`config.mk`:
```
export PLATFORM = sky130hd
export DESIGN_NAME = swreg_bridge
export DESIGN_NICKNAME = d
export VERILOG_FILES = /design/src/rtl/swb_pkg.sv /design/src/rtl/swb_addr_map.sv /design/src/rtl/swb_seq.sv /design/src/rtl/swb_assemble.sv /design/src/rtl/swreg_bridge.sv
export SDC_FILE = /design/constraint.sdc
export NUM_CORES = 1
export LEC_CHECK = 0
export BUFFER_PORTS_ARGS = -buffer_cell sky130_fd_sc_hd__buf_2
export CORE_MARGIN = 8
export CORE_UTILIZATION = 46
export CTS_BUF_LIST = sky130_fd_sc_hd__clkbuf_8 sky130_fd_sc_hd__clkbuf_16
export DETAILED_ROUTE_END_ITERATION = 16
export GPL_ROUTABILITY_DRIVEN = 0
export HOLD_SLACK_MARGIN = 0.02
export PLACE_DENSITY_LB_ADDON = 0.15
export SYNTH_ARGS = -nofsm -noshare
export SYNTH_HDL_FRONTEND = slang
export SYNTH_SLANG_ARGS = --single-unit
```
`constraint.sdc`:
```
create_clock -name clk -period 2.31 [get_ports clk]
set_input_delay 0.462 -clock clk [delete_from_list [all_inputs] [get_ports clk]]
set_output_delay 0.462 -clock clk [all_outputs]
set_load 0.005 [all_outputs]
```
`src/rtl/swb_pkg.sv`:
```
package swb_pkg;

  typedef enum logic [1:0] {ST_IDLE, ST_ISSUE, ST_WAIT, ST_RESP} swb_state_e;

  // PHY address that receives the page number
  function automatic logic [4:0] swb_page_phy(input logic model_b);
    return model_b ? 5'h18 : 5'h1F;
  endfunction

  // register number that receives the page number
  function automatic logic [4:0] swb_page_reg(input logic model_b);
    return model_b ? 5'h00 : 5'h10;
  endfunction

  function automatic logic [15:0] swb_page_value(input logic [31:0] a);
    logic [31:0] t;
    t = a >> 9;
    return t[15:0];
  endfunction

  function automatic logic [4:0] swb_half_phy(input logic [31:0] a);
    logic [31:0] t;
    t = ((a >> 6) & 32'h7) | 32'h10;
    return t[4:0];
  endfunction

  function automatic logic [4:0] swb_half_reg(input logic [31:0] a, input logic hi);
    logic [31:0] t;
    t = ((a >> 1) & 32'h1E) | {31'd0, hi};
    return t[4:0];
  endfunction

  // register whose write halves must go low first
  function automatic logic swb_low_first(input logic model_b, input logic [31:0] a);
    return !model_b && (a == 32'h98);
  endfunction

endpackage

```
`src/rtl/swb_addr_map.sv`:
```
module swb_addr_map
  import swb_pkg::*;
#(
  parameter int ADDR_W = 24,
  parameter int DATA_W = 32,
  localparam int HALF_W = DATA_W / 2
) (
  input  logic              model_b,
  input  logic              is_write,
  input  logic [ADDR_W-1:0] addr,
  input  logic [DATA_W-1:0] wdata,
  input  logic [1:0]        step,
  output logic              cmd_write,
  output logic [4:0]        cmd_phy,
  output logic [4:0]        cmd_reg,
  output logic [HALF_W-1:0] cmd_wdata,
  output logic              half_hi
);
  logic [31:0] a32;
  logic        page_step;

  assign a32       = 32'(addr);
  assign page_step = (step == 2'd0);
  // step 2 is the high half for reads; writes flip that unless low-first
  assign half_hi   = (step == 2'd2) ^ (is_write && !swb_low_first(model_b, a32));

  always_comb begin
    if (page_step) begin
      cmd_write = 1'b1;
      cmd_phy   = swb_page_phy(model_b);
      cmd_reg   = swb_page_reg(model_b);
      cmd_wdata = HALF_W'(swb_page_value(a32));
    end else begin
      cmd_write = is_write;
      cmd_phy   = swb_half_phy(a32);
      cmd_reg   = swb_half_reg(a32, half_hi);
      cmd_wdata = half_hi ? wdata[DATA_W-1:HALF_W] : wdata[HALF_W-1:0];
    end
  end
endmodule

```
`src/rtl/swb_seq.sv`:
```
module swb_seq
  import swb_pkg::*;
#(
  parameter int STEPS = 3
) (
  input  logic       clk,
  input  logic       rst_n,
  input  logic       req_valid,
  input  logic       mdio_done,
  input  logic       mdio_err,
  output logic       req_ready,
  output logic       accept,
  output logic       cmd_valid,
  output logic [1:0] step,
  output logic       half_done,
  output logic       rsp_valid,
  output logic       rsp_err
);
  localparam logic [1:0] LAST_STEP = 2'(STEPS - 1);

  swb_state_e state_q;
  logic [1:0] step_q;
  logic       err_q;
  logic       fail_evt;

  assign req_ready = (state_q == ST_IDLE);
  assign accept    = req_valid && req_ready;
  assign cmd_valid = (state_q == ST_ISSUE);
  assign half_done = (state_q == ST_WAIT) && mdio_done;
  assign fail_evt  = half_done && mdio_err;
  assign rsp_valid = (state_q == ST_RESP);
  assign rsp_err   = rsp_valid && err_q;
  assign step      = step_q;

  always_ff @(posedge clk) begin
    if (!rst_n) begin
      state_q <= ST_IDLE;
      step_q  <= 2'd0;
      err_q   <= 1'b0;
    end else begin
      case (state_q)
        ST_IDLE: if (accept) begin
          state_q <= ST_ISSUE;
          step_q  <= 2'd0;
          err_q   <= 1'b0;
        end
        ST_ISSUE: state_q <= ST_WAIT;
        ST_WAIT: if (half_done) begin
          if (mdio_err) begin
            err_q   <= 1'b1;
            state_q <= ST_RESP;
          end else if (step_q == LAST_STEP) begin
            state_q <= ST_RESP;
          end else begin
            step_q  <= step_q + 2'd1;
            state_q <= ST_ISSUE;
          end
        end
        default: state_q <= ST_IDLE;
      endcase
    end
  end

  p_busy_after_accept_r8: assert property (@(posedge clk) disable iff (!rst_n)
    accept |=> !req_ready);
  p_rsp_pulse_r8: assert property (@(posedge clk) disable iff (!rst_n)
    rsp_valid |=> (!rsp_valid && req_ready));
  p_rsp_after_done_r8: assert property (@(posedge clk) disable iff (!rst_n)
    rsp_valid |-> $past(mdio_done));
  p_single_cmd_r10: assert property (@(posedge clk) disable iff (!rst_n)
    cmd_valid |=> !cmd_valid);
  p_err_abort_r9: assert property (@(posedge clk) disable iff (!rst_n)
    fail_evt |=> (rsp_err && !cmd_valid));
endmodule

```
`src/rtl/swb_assemble.sv`:
```
module swb_assemble #(
  parameter int HALF_W = 16
) (
  input  logic                clk,
  input  logic                rst_n,
  input  logic                capture,
  input  logic                half_hi,
  input  logic [HALF_W-1:0]   half_in,
  output logic [2*HALF_W-1:0] word
);
  logic [HALF_W-1:0] lo_q, hi_q;

  always_ff @(posedge clk) begin
    if (!rst_n) begin
      lo_q <= '0;
      hi_q <= '0;
    end else if (capture) begin
      if (half_hi) hi_q <= half_in;
      else         lo_q <= half_in;
    end
  end

  assign word = {hi_q, lo_q};

  p_hold_r5: assert property (@(posedge clk) disable iff (!rst_n)
    !capture |=> $stable(word));
endmodule

```
`src/rtl/swreg_bridge.sv`:
```
module swreg_bridge #(
  parameter int ADDR_W = 24
) (
  input  logic              clk,
  input  logic              rst_n,
  input  logic              req_valid,
  output logic              req_ready,
  input  logic              req_write,
  input  logic              req_model_b,
  input  logic [ADDR_W-1:0] req_addr,
  input  logic [31:0]       req_wdata,
  output logic              rsp_valid,
  output logic              rsp_err,
  output logic [31:0]       rsp_rdata,
  output logic              mdio_cmd_valid,
  output logic              mdio_cmd_write,
  output logic [4:0]        mdio_cmd_phy,
  output logic [4:0]        mdio_cmd_reg,
  output logic [15:0]       mdio_cmd_wdata,
  input  logic              mdio_done,
  input  logic              mdio_err,
  input  logic [15:0]       mdio_rdata
);
  localparam int DATA_W = 32;
  localparam int HALF_W = DATA_W / 2;
  localparam int STEPS  = 3;

  logic              accept, half_done, half_hi, capture;
  logic [1:0]        step;
  logic              wr_q, model_q;
  logic [ADDR_W-1:0] addr_q;
  logic [DATA_W-1:0] wdata_q, word;

  always_ff @(posedge clk) begin
    if (!rst_n) begin
      wr_q    <= 1'b0;
      model_q <= 1'b0;
      addr_q  <= '0;
      wdata_q <= '0;
    end else if (accept) begin
      wr_q    <= req_write;
      model_q <= req_model_b;
      addr_q  <= req_addr;
      wdata_q <= req_wdata;
    end
  end

  swb_seq #(.STEPS(STEPS)) u_seq (
    .clk(clk), .rst_n(rst_n), .req_valid(req_valid),
    .mdio_done(mdio_done), .mdio_err(mdio_err),
    .req_ready(req_ready), .accept(accept), .cmd_valid(mdio_cmd_valid),
    .step(step), .half_done(half_done),
    .rsp_valid(rsp_valid), .rsp_err(rsp_err)
  );

  swb_addr_map #(.ADDR_W(ADDR_W), .DATA_W(DATA_W)) u_map (
    .model_b(model_q), .is_write(wr_q), .addr(addr_q), .wdata(wdata_q),
    .step(step), .cmd_write(mdio_cmd_write), .cmd_phy(mdio_cmd_phy),
    .cmd_reg(mdio_cmd_reg), .cmd_wdata(mdio_cmd_wdata), .half_hi(half_hi)
  );

  assign capture = half_done && !mdio_err && !wr_q && (step != 2'd0);

  swb_assemble #(.HALF_W(HALF_W)) u_asm (
    .clk(clk), .rst_n(rst_n), .capture(capture), .half_hi(half_hi),
    .half_in(mdio_rdata), .word(word)
  );

  assign rsp_rdata = (rsp_valid && !rsp_err && !wr_q) ? word : '0;

  p_page_first_r1: assert property (@(posedge clk) disable iff (!rst_n)
    accept |=> (mdio_cmd_valid && mdio_cmd_write));
  p_no_data_on_write_r5: assert property (@(posedge clk) disable iff (!rst_n)
    (rsp_valid && wr_q) |-> (rsp_rdata == '0));
endmodule

```
### Word-level counts from Yosys, hierarchy flattened

Index checks and enable logic that the tools add are counted.

* logic and storage cells: 69
* flip-flop bits (word level): 95
* bits of input ports: 79
* output and inout port bits: 63

* equal/unequal tests: 10
* mux-type cells: 22
* $add $sub $neg: 1
* bitwise gates (word level): 3
* reduce and logical (&&, ||, !) cells: 24

Operators by type and width (count)
* $mux 16: 2
* $mux 32: 1
* $eq 24x8->1 const B: 1
* $mux 2: 8
* $mux 5: 3
* $logic_and 1x1->1: 10
* $ne 2x2->1 const B: 5
* $eq 2x2->1 const B: 3
* $pmux 2 s3: 1
* $reduce_and 2->1: 3
* $logic_not 1->1: 5
* $or 5x1->5: 1
* $reduce_and 5->1: 1
* $logic_not 2->1: 2
* $mux 1: 4
* $pmux 2 s2: 1
* $reduce_and 4->1: 1
* $reduce_bool 2->1: 2
* $mux 3: 1
* $add 2x1->2 const B: 1
* $eq 2x1->1 const B: 1
* $pmux 1 s2: 1
* $not 1->1: 1
* $xor 1x1->1: 1

### Logic depth before layout (Yosys ltp)

* word-level depth: 7
* gate-level depth with buffers: 9
* depth with buffers taken out: 7

### Modules after synthesis

Synthesis repeated with hierarchy kept, for this count alone.

* cell total of the unflattened synthesis: 490
* area total of the unflattened synthesis: 4618.2 um^2

By module, submodules not included
* swreg_bridge: cells an instance 225, area an instance 2453.6 um^2, times used 1, seq. area each 1161.1 um^2
* swb_assemble: cells an instance 123, area an instance 1238.7 um^2, times used 1, seq. area each 640.6 um^2
* swb_addr_map: cells an instance 107, area an instance 649.4 um^2, times used 1, seq. area each 0.0 um^2
* swb_seq: cells an instance 35, area an instance 276.5 um^2, times used 1, seq. area each 100.1 um^2

### Worst setup path before layout

No wires, ideal clock.

* kind: reg2out
* start: register u_seq.step_q[0] (netlist: u_seq.step[0])
* end: output mdio_cmd_wdata[10]
* path slack: -34 ps
* stages on the path, launching flop included: 9
* arrival: 1882 ps
* path buffers: 1
* required time: 1848 ps
* cells stage by stage: dfxtp_1 > inv_1 > ha_1 > nand2b_1 > a21oi_2 > a211oi_2 > clkbuf_1 > nand3_1 > a31oi_1

* longest elaborated chain between the ends: 4
* elaborated cells on any way between the ends: 5
* classes of those cells: 1 x eq/ne; 2 x mux; 1 x bitwise; 1 x reduce/logical

RTL lines
* from (decl): line swb_seq.sv:22 `logic [1:0] step_q;`
* from (signal assigned): line swb_seq.sv:55 `step_q <= step_q + 2'd1;`
* $eq 2x2->1: line swb_addr_map.sv:25 `assign half_hi = (step == 2'd2) ^ (is_write && !swb_low_first(model_b, a32));`
* $xor 1x1->1: line swb_addr_map.sv:25
* $mux 16: line swb_addr_map.sv:37 `cmd_wdata = half_hi ? wdata[DATA_W-1:HALF_W] : wdata[HALF_W-1:0];`
* $mux 16 *: line swb_addr_map.sv:28 `if (page_step) begin`
* to (decl): line swreg_bridge.sv:19 `output logic [15:0] mdio_cmd_wdata,`

Every way passes the cells marked *; elsewhere a longest branch is shown, timed or not.

### Worst setup path after layout

* start: register addr_q[21]
* end: output mdio_cmd_wdata[0]

* longest elaborated chain between the ends: 7

RTL lines
* from (decl): line swreg_bridge.sv:31 `logic [ADDR_W-1:0] addr_q;`
* from (signal assigned): line swreg_bridge.sv:43 `addr_q <= req_addr;`
* $eq 24x8->1: line swb_pkg.sv:35 `return !model_b && (a == 32'h98);`
* $logic_and 1x1->1: line swb_pkg.sv:35
* $logic_not 1->1: line swb_addr_map.sv:25
* $logic_and 1x1->1: line swb_addr_map.sv:25
* $xor 1x1->1: line swb_addr_map.sv:25
* $mux 16: line swb_addr_map.sv:37
* $mux 16: line swb_addr_map.sv:28

No other way between the ends.

==> metrics.yaml <==
status:
  status: "finished with violations"
  violations: "setup timing"
cts:
  cts_max_level: 3
  cts_root_buffer: "clkbuf_8"
  cts_hold_buf: 0
  clockBufferDepth: 2
  cts_buffers: 9
  cts_tree: "yes"
  cts.sinks: 95
  path_clk_slew_ns: 0.10
  insertion_delay_ns: 0.36
pwr:
  power_uw: 3540
  p_leak_uw: 0.00254
  irDropWorstVdd_v: 0.000340
  p_per_area_nw_per_um2: 611
sta:
  fin_crit_sh_pct: 116
  fin_ws_ns: -0.378
  tightest_slew_ns: 0.545
  layout_min_cycle_time_ns: 2.69
  setup_viol: 17
  relSlewSlack_pct: 63.7
  report.final.hold_viol_count: 0
  rsz0062_at_grt: "yes"
  fmax_mhz: 372
  timing.final.max_slew_violations: 0
  final.setup_skew_ns: 0.0119
layout:
  drive_gt1_share_pct: 31.9
  fillers: 901
  diodes: 0
  syn_to_final_growth_pct: 30.3
  instances_no_fill: 823
  nets: 766
worst_setup_path:
  startpoint_type: "register"
  r2r_cells: 8
  cp.depth: 7
  crit_required_ns: 1.85
  cp_max_fo: 7
  critical-path-max-stage-delay_ns: 0.37
  cp-end-kind: "output pin"
  rrSetupSlack_ns: 0.10
  crit_family: "simple AND/OR/NAND/NOR gates"
  critical_path_class: "reg -> out"
  critPathBufInv: 2
  cp_cell_sequence: "nor4_4 -> nand4_1 -> mux2i_4 -> buf_6 -> o21ai_1 -> a31oi_1 -> buf_2"
  arrival_ns: 2.23
  cp_slowest_cell: "dfxtp_4"
placed_design:
  io_buffers: 140
  dp_hpwl_mm: 9.01
  pre_cts_ws_ns: -0.0393
  dpl.cell_count: 797
yosys:
  ys_seq_area_share_pct: 42.8
  ys_seq_elements: 95
  avgSynthCellArea_um2: 8.07
  synth.most_common_cell: "nand2_1"
  yosys_warnings: 0
  synth_area_um2: 4440
  synth_top_cell_by_area: "dfxtp_1"
  syn-num-nets: 631
  synth_cells: 550
  yosysTopAreaCellShare_pct: 42.8
  synth_edf_count: 0
  synth_common_cells: "nand2_1 (169), dfxtp_1 (95), a21boi_0 (60)"
  synth-main-ff-cell: "dfxtp_1"
  synthTopCellsByArea: "dfxtp_1 (43%), nand2_1 (14%), a21boi_0 (10%), mux2i_1 (7.9%), and2_1 (4.9%)"
  ys_types: 39
  async_reset_ff_share_pct: 0
job:
  maxCapViolations: 0
route:
  ant_nets: 0
  wl_per_cell_um: 15.3
  first_pass_iters: 5
  drcViolationCount: 0
  drt_iter0_drc: 147
  vias: 4101
  via_per_inst: 4.98
  wirelength_mm: 12.6
global_route:
  antenna_found_initial: 1
  grt_pass1_wl_mm: 19.9
  grt_max_degree: 46
  busiest_layer: "met2"
  grt_overflow_total: 0
  grt.met2_usage_pct: 32.3
  met3_usage_pct: 6.49
  first_global_vias: 4139
  groute.layer.met1.usage_pct: 21.4
  grt_usage_pct: 18.9
die:
  die-area_um2: 13000
  initial_core_util_pct: 46.5
  core_region_area_um2: 9550
  fp.dieH_um: 114
  ios: 142
  die_width_um: 114
  rows: 36
worst_hold_path:
  holdPathStages: 3
  hp-class: "in -> reg"
-- flip-flops by register name, indices dropped and copies added (netlist names) --
signal         cells
addr_q            24
u_asm.hi_q        16
u_seq.state_q      2
wr_q               1
u_asm.lo_q        16
model_q            1
wdata_q           32
u_seq.step         2
u_seq.err_q        1
-- metrics by stage --
step | TNS (ns) | hold slack, ns | instance area [um^2] | util [%]
after global placement | 0 | 0.438 | 5320 | 55.7
after floorplan | 0 | 0.430 | 4450 | -
after CTS | -5.84 | 0.323 | 5640 | 59.1
after detailed placement | -0.0439 | 0.445 | 5320 | 55.7
final | -5.55 | 0.331 | 5780 | 60.6
after global routing | -7.28 | 0.328 | 5780 | 60.6
-- cell usage in the layout (no fill, tap or decap), drive strengths merged, types with 3 or more instances in the layout --
cell and count:
mux2i 35, a21boi 60, mux2 3, inv 11, clkbuf 9, nor3b 3, a21oi 4, dfxtp 95
a31oi 15, o21ai 21, and2 35, buf 164, nand2 169, nand3 17, nor2 19, nor2b 4
nor4 4
-- routing by layer --
layer	vias up	wire [um]
met2	114	5950
met1	1880	5380
met4	2	217
met5	-	12
met3	19	987
li1	2086	-
-- final timing paths --
kind                                            startpoint                           to
worst max-delay path               addr_q[21]$_SDFFE_PN0P_            mdio_cmd_wdata[0]
worst min-delay path                           req_addr[0]       addr_q[0]$_SDFFE_PN0P_
worst max register to register     addr_q[21]$_SDFFE_PN0P_  u_asm.hi_q[10]$_SDFFE_PN0P_
worst min register to register  u_asm.hi_q[9]$_SDFFE_PN0P_   u_asm.hi_q[9]$_SDFFE_PN0P_
-- power by group --
part	internal (uW)	switching (uW)	leakage (uW)	total, uW
Sequential	1710	67.1	0.000778	1780
Clock	612	598	0.000107	1210
Combinational	247	299	0.00166	545
-- tightest hold or removal path: cells and delay by family --
family,cells,cell delay [ns]
AO/OA/AOI/OAI,1,0.06
buffers and inverters,1,0.09
AND/OR/NAND/NOR,1,0.04
-- layout make-up --
class | instances | area, um^2 | area share (%)
clock buffers | 9 | 124 | 2.14
clock inverters | 7 | 96.3 | 1.67
repair buffers | 164 | 975 | 16.9
flip-flops and latches | 95 | 1910 | 33.1
inverters | 9 | 33.8 | 0.584
multi-input cells | 406 | 2470 | 42.8
well taps | 133 | 166 | 2.88
-- logic make-up after synthesis --
group | synth area share [%]
flops | 42.8
fa+ha+maj | 0.564
simple gates | 26.9
buf+inv | 5.16
other cells | 0.0845
mux | 8.23
compound gates | 16.2
-- what timing repair did --
action / CTS / global route
pin swaps: 19 / 15
resized for setup: 28 / 26
buffers inserted: 2 / 5
endpoints found under the setup margin: 17 / 49
cloned: 1 / 2
(Power assumes the default switching activity.)
